**config.mk**
```make
export PLATFORM = sky130hd
export DESIGN_NAME = lane_deskew
export DESIGN_NICKNAME = d
export VERILOG_FILES = /design/src/rtl/lane_deskew.sv
export SDC_FILE = /design/constraint.sdc
export NUM_CORES = 1
export LEC_CHECK = 0
export ABC_AREA = 1
export BUFFER_PORTS_ARGS = -buffer_cell sky130_fd_sc_hd__buf_2
export CORE_AREA = 8 8 217 219
export DETAILED_ROUTE_END_ITERATION = 10
export DIE_AREA = 0 0 225 227
export PLACE_DENSITY = 0.79
export SLEW_MARGIN = 0
export SYNTH_ARGS = -nofsm -noshare
export SYNTH_HDL_FRONTEND = slang
export SYNTH_SLANG_ARGS = --single-unit
export TNS_END_PERCENT = 100
```
**constraint.sdc**
```tcl
create_clock -name clk -period 4.3 [get_ports clk]
set_clock_uncertainty 0.2 [all_clocks]
set_input_delay 0.645 -clock clk [delete_from_list [all_inputs] [get_ports clk]]
set_output_delay 0.645 -clock clk [all_outputs]
set_load 0.01 [all_outputs]
```
**src/rtl/lane_deskew.sv**
```systemverilog
module lane_deskew #(
  parameter int DW = 8,
  parameter int DEPTH = 15,
  parameter logic [7:0] MARKER = 8'h7C
) (
  input  logic          clk,
  input  logic          rst_n,
  input  logic [7:0]    cfg_addr,
  input  logic          cfg_we,
  input  logic [7:0]    cfg_wdata,
  output logic [7:0]    cfg_rdata,
  input  logic [4*DW-1:0] rx_data,
  input  logic [3:0]    rx_ctrl,
  input  logic [3:0]    rx_lock,
  output logic [4*DW-1:0] tx_data,
  output logic [3:0]    tx_ctrl,
  output logic [1:0]    grp_aligned,
  output logic [1:0]    grp_misalign,
  output logic          skew_err
);
  localparam int NL = 4;
  localparam int NG = 2;
  localparam int LW = $clog2(DEPTH + 1);
  localparam logic [1:0] S_IDLE = 2'd0, S_CNT = 2'd1, S_MON = 2'd2;

  logic [7:0] r_ctrl, r_mode, r_man01, r_man23;
  logic en, grp4, manual, dyn;
  logic [1:0] trig;
  logic [2:0] start;

  assign en     = r_ctrl[0];
  assign grp4   = r_ctrl[1];
  assign trig   = r_ctrl[3:2];
  assign start  = r_ctrl[6:4];
  assign manual = r_mode[0];
  assign dyn    = r_mode[1];

  logic unused_cfg;
  assign unused_cfg = ^{r_ctrl[7], r_mode[7:2]};

  always_ff @(posedge clk or negedge rst_n)
    if (!rst_n) begin
      r_ctrl <= '0; r_mode <= '0; r_man01 <= '0; r_man23 <= '0;
    end else if (cfg_we) begin
      case (cfg_addr)
        8'h07: r_ctrl  <= cfg_wdata;
        8'h08: r_mode  <= cfg_wdata;
        8'h09: r_man01 <= cfg_wdata;
        8'h0A: r_man23 <= cfg_wdata;
        default: ;
      endcase
    end

  always_comb
    case (cfg_addr)
      8'h07:   cfg_rdata = r_ctrl;
      8'h08:   cfg_rdata = r_mode;
      8'h09:   cfg_rdata = r_man01;
      8'h0A:   cfg_rdata = r_man23;
      default: cfg_rdata = '0;
    endcase

  logic [LW-1:0] man_d [NL];
  assign man_d[0] = LW'(r_man01[3:0]);
  assign man_d[1] = LW'(r_man01[7:4]);
  assign man_d[2] = LW'(r_man23[3:0]);
  assign man_d[3] = LW'(r_man23[7:4]);

  logic [LW-1:0] adly [NL];
  logic [LW-1:0] eff  [NL];
  logic [NL-1:0] mk, omk;

  for (genvar i = 0; i < NL; i++) begin : g_lane
    logic [DW:0] pipe [DEPTH];
    logic [DW:0] tap;

    always_ff @(posedge clk or negedge rst_n)
      if (!rst_n) begin
        for (int j = 0; j < DEPTH; j++) pipe[j] <= '0;
      end else begin
        pipe[0] <= {rx_ctrl[i], rx_data[i*DW +: DW]};
        for (int j = 1; j < DEPTH; j++) pipe[j] <= pipe[j-1];
      end

    assign eff[i] = !en ? '0 : (manual ? man_d[i] : adly[i]);
    assign tap = (eff[i] == '0) ? {rx_ctrl[i], rx_data[i*DW +: DW]} : pipe[eff[i] - 1'b1];
    assign tx_ctrl[i] = tap[DW];
    assign tx_data[i*DW +: DW] = tap[DW-1:0];
    assign mk[i]  = rx_ctrl[i] && (rx_data[i*DW +: DW] == MARKER[DW-1:0]);
    assign omk[i] = tap[DW] && (tap[DW-1:0] == MARKER[DW-1:0]);
  end

  logic [1:0]    st   [NG];
  logic [1:0]    cnt  [NG];
  logic [LW-1:0] wcnt [NG];
  logic [NL-1:0] seen [NG];
  logic [LW-1:0] tarr [NL];
  logic [NG-1:0] pend, al, mis;
  logic          err;

  logic [NL-1:0] gm [NG], hit [NG], snext [NG];
  logic [LW-1:0] cur [NG];
  logic [LW-1:0] newd [NL];
  logic [NG-1:0] act, go, done, expire, apply, omis;

  function automatic logic [LW-1:0] dcalc(input logic s, input logic [LW-1:0] t,
                                          input logic [LW-1:0] c);
    return LW'(1) + c - (s ? t : c);
  endfunction

  always_comb begin
    for (int g = 0; g < NG; g++) begin
      gm[g]  = (g == 0) ? (grp4 ? 4'hF : 4'h3) : 4'hC;
      act[g] = en && !manual && (g == 0 || !grp4);
      case (start)
        3'd1:    go[g] = |(rx_lock & gm[g]);
        3'd2:    go[g] = rx_lock[0];
        3'd3:    go[g] = rx_lock[1];
        3'd4:    go[g] = rx_lock[2];
        3'd5:    go[g] = rx_lock[3];
        default: go[g] = (rx_lock & gm[g]) == gm[g];
      endcase
      hit[g]    = mk & gm[g];
      cur[g]    = pend[g] ? wcnt[g] : '0;
      snext[g]  = seen[g] | hit[g];
      done[g]   = st[g] == S_CNT && (pend[g] || |hit[g]) && (snext[g] & gm[g]) == gm[g];
      expire[g] = st[g] == S_CNT && pend[g] && !done[g] && wcnt[g] == LW'(DEPTH - 1);
      apply[g]  = done[g] && cnt[g] == trig;
      omis[g]   = st[g] == S_MON && |(omk & gm[g]) && (omk & gm[g]) != gm[g];
    end
    for (int i = 0; i < NL; i++)
      newd[i] = (grp4 || i < 2) ? dcalc(seen[0][i], tarr[i], cur[0])
                                : dcalc(seen[1][i], tarr[i], cur[1]);
  end

  always_ff @(posedge clk or negedge rst_n)
    if (!rst_n) begin
      for (int g = 0; g < NG; g++) begin
        st[g] <= S_IDLE; cnt[g] <= '0; wcnt[g] <= '0; seen[g] <= '0;
      end
      for (int i = 0; i < NL; i++) begin
        tarr[i] <= '0; adly[i] <= '0;
      end
      pend <= '0; al <= '0; mis <= '0; err <= 1'b0;
    end else begin
      if (!en) begin
        for (int i = 0; i < NL; i++) adly[i] <= '0;
        err <= 1'b0;
      end
      for (int g = 0; g < NG; g++) begin
        if (!act[g]) begin
          st[g] <= S_IDLE; cnt[g] <= '0; seen[g] <= '0;
          pend[g] <= 1'b0; al[g] <= 1'b0; mis[g] <= 1'b0;
        end else begin
          case (st[g])
            S_IDLE: if (go[g]) st[g] <= S_CNT;
            S_CNT: begin
              if (done[g]) begin
                pend[g] <= 1'b0;
                seen[g] <= '0;
                if (apply[g]) begin
                  for (int i = 0; i < NL; i++)
                    if (gm[g][i]) adly[i] <= newd[i];
                  st[g] <= S_MON; al[g] <= 1'b1; mis[g] <= 1'b0;
                  cnt[g] <= '0; err <= 1'b0;
                end else begin
                  cnt[g] <= cnt[g] + 1'b1;
                end
              end else if (expire[g]) begin
                pend[g] <= 1'b0; seen[g] <= '0; cnt[g] <= '0; err <= 1'b1;
              end else if (pend[g] || |hit[g]) begin
                pend[g] <= 1'b1;
                seen[g] <= snext[g];
                wcnt[g] <= cur[g] + 1'b1;
                for (int i = 0; i < NL; i++)
                  if (hit[g][i] && !seen[g][i]) tarr[i] <= cur[g];
              end
            end
            S_MON:
              if (omis[g]) begin
                mis[g] <= 1'b1;
                if (dyn) begin
                  st[g] <= S_CNT; al[g] <= 1'b0; cnt[g] <= '0;
                end
              end
            default: st[g] <= S_IDLE;
          endcase
        end
      end
    end

  assign grp_aligned  = grp4 ? {2{al[0]}}  : al;
  assign grp_misalign = grp4 ? {2{mis[0]}} : mis;
  assign skew_err     = err;
endmodule

```
---- Word level (Yosys, flattened, before mapping) ----
Cells that the tools add are included.
W data, S select, Z words.
operators by class
  equality and inequality tests ........... 49
  add/sub/neg operators ................... 14
  bitwise logic cells ..................... 14
  order comparisons ....................... 4
  reductions and logical operators ........ 72
  mux-type cells .......................... 147
operator list
  kind                   count
  $mux W16               10
  $mux W4                39
  $bmux W9 S4            4
  $mux W9                12
  $mux W8                9
  $eq A8 B7 Y1 const B   8
  $mux W2                24
  $mux W1                38
  $logic_and A1 B1 Y1    32
  $pmux W8 S4            1
  $ne A3 B3 Y1 const B   10
  $reduce_and A5 Y1      6
  $eq A8 B4 Y1 const B   3
  $sub A4 B4 Y4          6
  $ge A5 B5 Y1 const B   4
  $not A4 Y5             4
  $and A4 B4 Y4          4
  $logic_not A4 Y1       4
  $reduce_and A4 Y1      4
  $sub A4 B1 Y4 const B  4
  $pmux W2 S3            2
  $reduce_and A2 Y1      6
  $reduce_or A4 Y1       3
  $logic_not A1 Y1       10
  other kinds (25)       53
storage, ports and cells
  register bits after elaboration ......... 635

---- Logic depth before layout (Yosys ltp) ----
  depth in word-level cells ............... 20
  mapped depth ............................ 28
  mapped depth without buffers ............ 24

---- Least setup slack after synthesis ----
Ideal clock, no wire load.
  path type ............................... reg-to-reg
  start point ............................. reg r_mode[0]
  end point ............................... reg cnt[3] (netlist name)
  required time ........................... 3.982 ns
  buffers on the path ..................... 5
  cell stages (with the launch flop) ...... 24
  period minus slack after synthesis ...... 3.350 ns
  setup slack ............................. 0.950 ns
  arrival time ............................ 3.032 ns
  library setup time ...................... 0.118 ns
  cell sequence ........................... dfrtp_1 buf_4 nand2_1 nand2_2 buf_6 buf_4 ha_1 clkbuf_1 clkbuf_1 nand3_1 nand3_1 nand3_1 nand3_1 nand2_1 nand2_1 nor2_1 nand3_1 nand2_1 nand3_1 nand3_1 nand2_2 nand2_1 nand2_1 nand2_1
between the ends
  cells in the longest elaborated chain, start to end .. 16
  elaborated cells on any way between the ends .. 57
  those cells by class .................... add/sub (4); eq/ne (9); mux (25); bitwise (5); reduce/logical (14)
ends and longest elaborated chain
  item                                         line  text
  from (decl)                                  26    logic [7:0] r_ctrl, r_mode, r_man01, r_man23;
  from (signal assigned)                       47    8'h08: r_mode <= cfg_wdata;
  $mux W4 (*) (2 in series)                    85    assign eff[i] = !en ? '0 : (manual ? man_d[i] : adly[i]);
  $sub A4 B1 Y4                                86    assign tap = (eff[i] == '0) ? {rx_ctrl[i], rx_data[i*DW +: DW]} : pipe[eff[i] - 1'b1];
  $not A4 Y5 (not written as such)             86
  $bmux W9 S4                                  86
  $mux W9 (not written as such) (2 in series)  86
  $mux W9 (*)                                  86
  named net tx_data[28]                        15    output logic [4*DW-1:0] tx_data,
  $eq A8 B7 Y1 (*)                             90    assign omk[i] = tap[DW] && (tap[DW-1:0] == MARKER[DW-1:0]);
  $logic_and A1 B1 Y1 (*)                      90
  $and A4 B4 Y4 (*)                            129   omis[g] = st[g] == S_MON && |(omk & gm[g]) && (omk & gm[g]) != gm[g];
  $reduce_or A4 Y1                             129
  $logic_and A1 B1 Y1                          129
  $logic_and A1 B1 Y1 (*)                      129
  $ne A3 B3 Y1 (no source line) (*)            --
  $reduce_and A4 Y1 (no source line) (*)       --
  to (signal, indexed assignment)              167   cnt[g] <= cnt[g] + 1'b1;
  to (decl)                                    94    logic [1:0] cnt [NG];
Mark *: on every way through the listed nets, which the timed path passes. The rest lies on a longest branch. The select of a mux whose other input is x is not followed.
A chain may end at the register's enable or synchronous reset.

---- Worst setup path after layout ----
  start point ............................. reg r_ctrl[0]
  end point ............................... out tx_data[9]
between the ends
  cells in the longest elaborated chain, start to end .. 7
  elaborated cells on any way between the ends .. 8
  those cells by class .................... add/sub (1); mux (5); bitwise (1); reduce/logical (1)
ends and longest elaborated chain
  item                                         line  text
  from (decl)                                  26
  from (signal assigned)                       46    8'h07: r_ctrl <= cfg_wdata;
  $mux W4 (*)                                  85
  $sub A4 B1 Y4                                86
  $not A4 Y5 (not written as such)             86
  $bmux W9 S4                                  86
  $mux W9 (not written as such) (2 in series)  86
  $mux W9 (*)                                  86
  to (decl)                                    15
Mark *: on every way between the ends. The rest lies on a longest branch, timed or not. The select of a mux whose other input is x is not followed.

==> impl_metrics.toml <==
[timing]
holdWs_ns = 0.139
fmax_mhz = 242
tns_ns = 0
fin_crit_sh_pct = 96.3
slew_viol_final = 0
post-route-min-period_ns = 4.14
rsz0062_at_grt = "no"
slew_headroom_pct = 38.2
tightest_slew_ns = 0.927
setup_violations = 0
hold_violations = 0

[worst_setup_path]
timing.critical_path.buf_inv = 5
cp_top_family = "buffers and inverters"
critPathMaxStageDelay_ns = 0.50
path_class = "reg2out"
cp-end-kind = "primary output"
cp_cell_sequence = "buf_4 -> nand2_1 -> nand2_1 -> nand2_2 -> ha_1 -> inv_1 -> buf_4 -> nand3_1 -> nand3_1 -> nand3_1 -> nand3_1 -> nand2_1 -> inv_1 -> buf_2"
cp-start-kind = "flip-flop"
slowest_stage = "dfrtp_2"
cp_max_fo = 33
crit_path_frequent_cell = "nand3_1"
arrival_ns = 3.29
worst-endpoint-required_ns = 3.45

[drt]
dr.pass1.iters = 7
vias = 21300
drc = 0
vias_per_cell = 5.72
wire_per_inst_um = 18.1
ant_nets = 0
drt-initial-drc-count = 2238
wl_mm = 67.4

[yosys]
synthesis.nets = 3028
ys_types = 42
synth_edf_count = 0
synth_warnings = 0
synthFlopType = "dfrtp_1"
yosys.area.top_type = "dfrtp_1"
syn_inst = 2939
async_reset_ff_share_pct = 100
netlist.area_leader.share_pct = 59.5
synth_area_leaders = "dfrtp_1 59%, nand3_1 12%, nand2_1 12%, inv_1 4.2%, o21ai_0 2.0%"
yosysSeqAreaShare_pct = 59.5
postSynthAreaPerCell_um2 = 9.06
syn_area_mm2 = 0.0266
ys_seq_elements = 633

[cts]
cts_max_path_buffers = 3
clkTransAtPathRegs_ns = 0.07
clock-root-buffer = "clkbuf_16"
cts_sinks = 633
h-tree-depth = 2
cts_tree = "done"
cts_buffers = 61
worstSkewPairLatency_ns = 0.63

[final_layout]
finalInstanceArea_mm2 = 0.0303
final_core_util_pct = 69.4
syn_to_final_growth_pct = 13.8
drive_gt1_share_pct = 10.4
nets = 3163
antenna_cells = 0

[placement]
io_buffers = 107
placed_area_mm2 = 0.0278
gp_congestion = 0.958
hpwl_mm = 43.5

[pwr]
p_switching_mw = 2.81
cellLeakagePower_nw = 15.0
p_comb_share_pct = 4.6
pwr-share-clk_pct = 44.4
internal_power_mw = 9.71
swShare_pct = 22.4
p_per_area_mw_per_mm2 = 413
p_total_mw = 12.5
ir_drop_mv = 0.356
p_seq_share_pct = 51.0

[grt]
grt_pass1_wl_mm = 110
overflow = 0
grt_max_degree = 109
grtUsageTotal_pct = 26.5
grt_pass1_vias = 21200
antenna_found_initial = 2

[floorplanning]
die_h_um = 227
start_util_pct = 61.0
rows = 77
fp.dieW_um = 225
die_area_mm2 = 0.0511
coreArea_mm2 = 0.0436
io_pins = 108

[flow_run]
maxCapViolCount = 0

[outcome]
outcome = "completed"

[min_path]
hold_class = "in2reg"
## path summary, 6_finish.rpt
kind,startpoint,end,slack (ns),cells after the start
worst max-delay path,r_ctrl[0],tx_data[9],0.16,14
worst min-delay path,cfg_wdata[3],r_man01[3],0.14,3
worst max register to register,r_ctrl[0],cnt[3],0.29,24
worst min register to register,g_lane[3].pipe[72],g_lane[3].pipe[63],0.17,0
max in group asynchronous,rst_n,g_lane[1].pipe[111],2.33,3
min in group asynchronous,rst_n,g_lane[2].pipe[46],0.49,2
## cell type report
| cell class | count | area, um2 |
|---|---|---|
| clock buffers | 97 | 1920 |
| clock inverters | 16 | 189 |
| fillers | 3238 | 13300 |
| inverters | 314 | 1180 |
| multi-input cells | 1867 | 8980 |
| flip-flops and latches | 633 | 15800 |
| well taps | 592 | 741 |
| repair buffers | 197 | 1440 |
## per-stage QoR
step	setup slack, ns	std cells
2_1_floorplan	0.950	2939
3_3_place_gp	0.403	3564
3_5_place_dp	0.278	3564
4_1_cts	0.00239	3714
5_1_grt	0.0115	3716
6_report	0.160	3716
## logic make-up (layout without fill, tap and decap cells)
group / Yosys count / count (layout) / share of synthesized area [%]
AO/OA/AOI/OAI: 186 / 186 / 3.81
XOR/XNOR: 24 / 24 / 0.790
adder cells (fa/ha/maj): 30 / 30 / 1.58
flip-flops: 633 / 633 / 59.5
AND/OR/NAND/NOR: 1627 / 1627 / 27.5
buffers and inverters: 439 / 624 / 6.82
## Yosys cell counts, drive strengths merged, types with 11 or more instances
master  count
nor4       11
clkbuf     53
xnor2      12
dfrtp     633
ha         24
nand3b     49
a21oi      44
nand4      16
inv       311
o21ai     113
buf        72
xor2       12
nand3     623
nand2     847
nor2       65
## worst reg2reg max path, delay by kind of cell (launching register included)
| kind | cells | cell delay, ns |
|---|---|---|
| adder cells (fa/ha/maj) | 1 | 0.35 |
| buffers and inverters | 3 | 0.57 |
| flip-flops | 1 | 0.50 |
| AND/OR/NAND/NOR | 20 | 2.25 |
## metal layers
metal,part of all wire (%),GRT usage (%),vias up
li1,-,-,9779
met1,43,37.7,10500
met2,46,40.2,869
met3,8.6,5.67,165
met4,3.2,10.1,4
met5,0.033,0,-
## timing repair
action / CTS / global route
gates resized for setup: 2 / 5
gates cloned: 0 / 0
setup buffers: 0 / 2
hold buffers: 37 / 0
endpoints found under the hold margin: 132 / 0
pin swaps: 0 / 0
setup endpoints to repair: 7 / 34
## flip-flops by register name (all words and copies together), names as in the netlist
name,count
tarr,16
seen,6
adly,16
g_lane.pipe,540
skew_err,1
r_man01,8
cnt,4
st,4
r_man23,8
pend,2
r_ctrl,8
r_mode,8
mis,2
wcnt,8
al,2
## layout by cell type, fill, tap and decap left out, types with 7 or more instances in the layout
| cell | Yosys | final |
|---|---|---|
| nand2_1 | 821 | 818 |
| dfrtp_1 | 633 | 631 |
| nand3_1 | 616 | 616 |
| inv_1 | 299 | 298 |
| buf_2 | 34 | 106 |
| o21ai_0 | 105 | 105 |
| clkbuf_16 | 0 | 63 |
| nor2_1 | 58 | 57 |
| nand3b_1 | 49 | 49 |
| a21oi_1 | 44 | 44 |
| buf_4 | 21 | 41 |
| dlygate4sd3_1 | 0 | 37 |
| nand2_2 | 24 | 27 |
| ha_1 | 24 | 24 |
| clkbuf_8 | 0 | 22 |
| nand4_1 | 16 | 16 |
| xor2_1 | 12 | 12 |
| xnor2_1 | 12 | 12 |
| clkbuf_1 | 53 | 12 |
| inv_2 | 11 | 11 |
| o211ai_1 | 10 | 10 |
| nor3_1 | 10 | 10 |
| clkinv_2 | 0 | 9 |
| buf_12 | 0 | 9 |
| nor4_1 | 8 | 8 |
| o21ai_1 | 8 | 8 |
| nor2_2 | 7 | 8 |
| o2111ai_1 | 7 | 7 |
## power by group through the flow
stage / Clock [mW] / Combinational [mW] / Sequential (mW)
floorplan: 0 / 0.276 / 6.44
global placement: 0 / 0.525 / 6.47
detailed placement: 0 / 0.541 / 6.49
CTS: 5.64 / 0.574 / 6.39
global route: 5.87 / 0.649 / 6.41
finish: 5.56 / 0.573 / 6.39
Power figures use the tool's default switching activity.
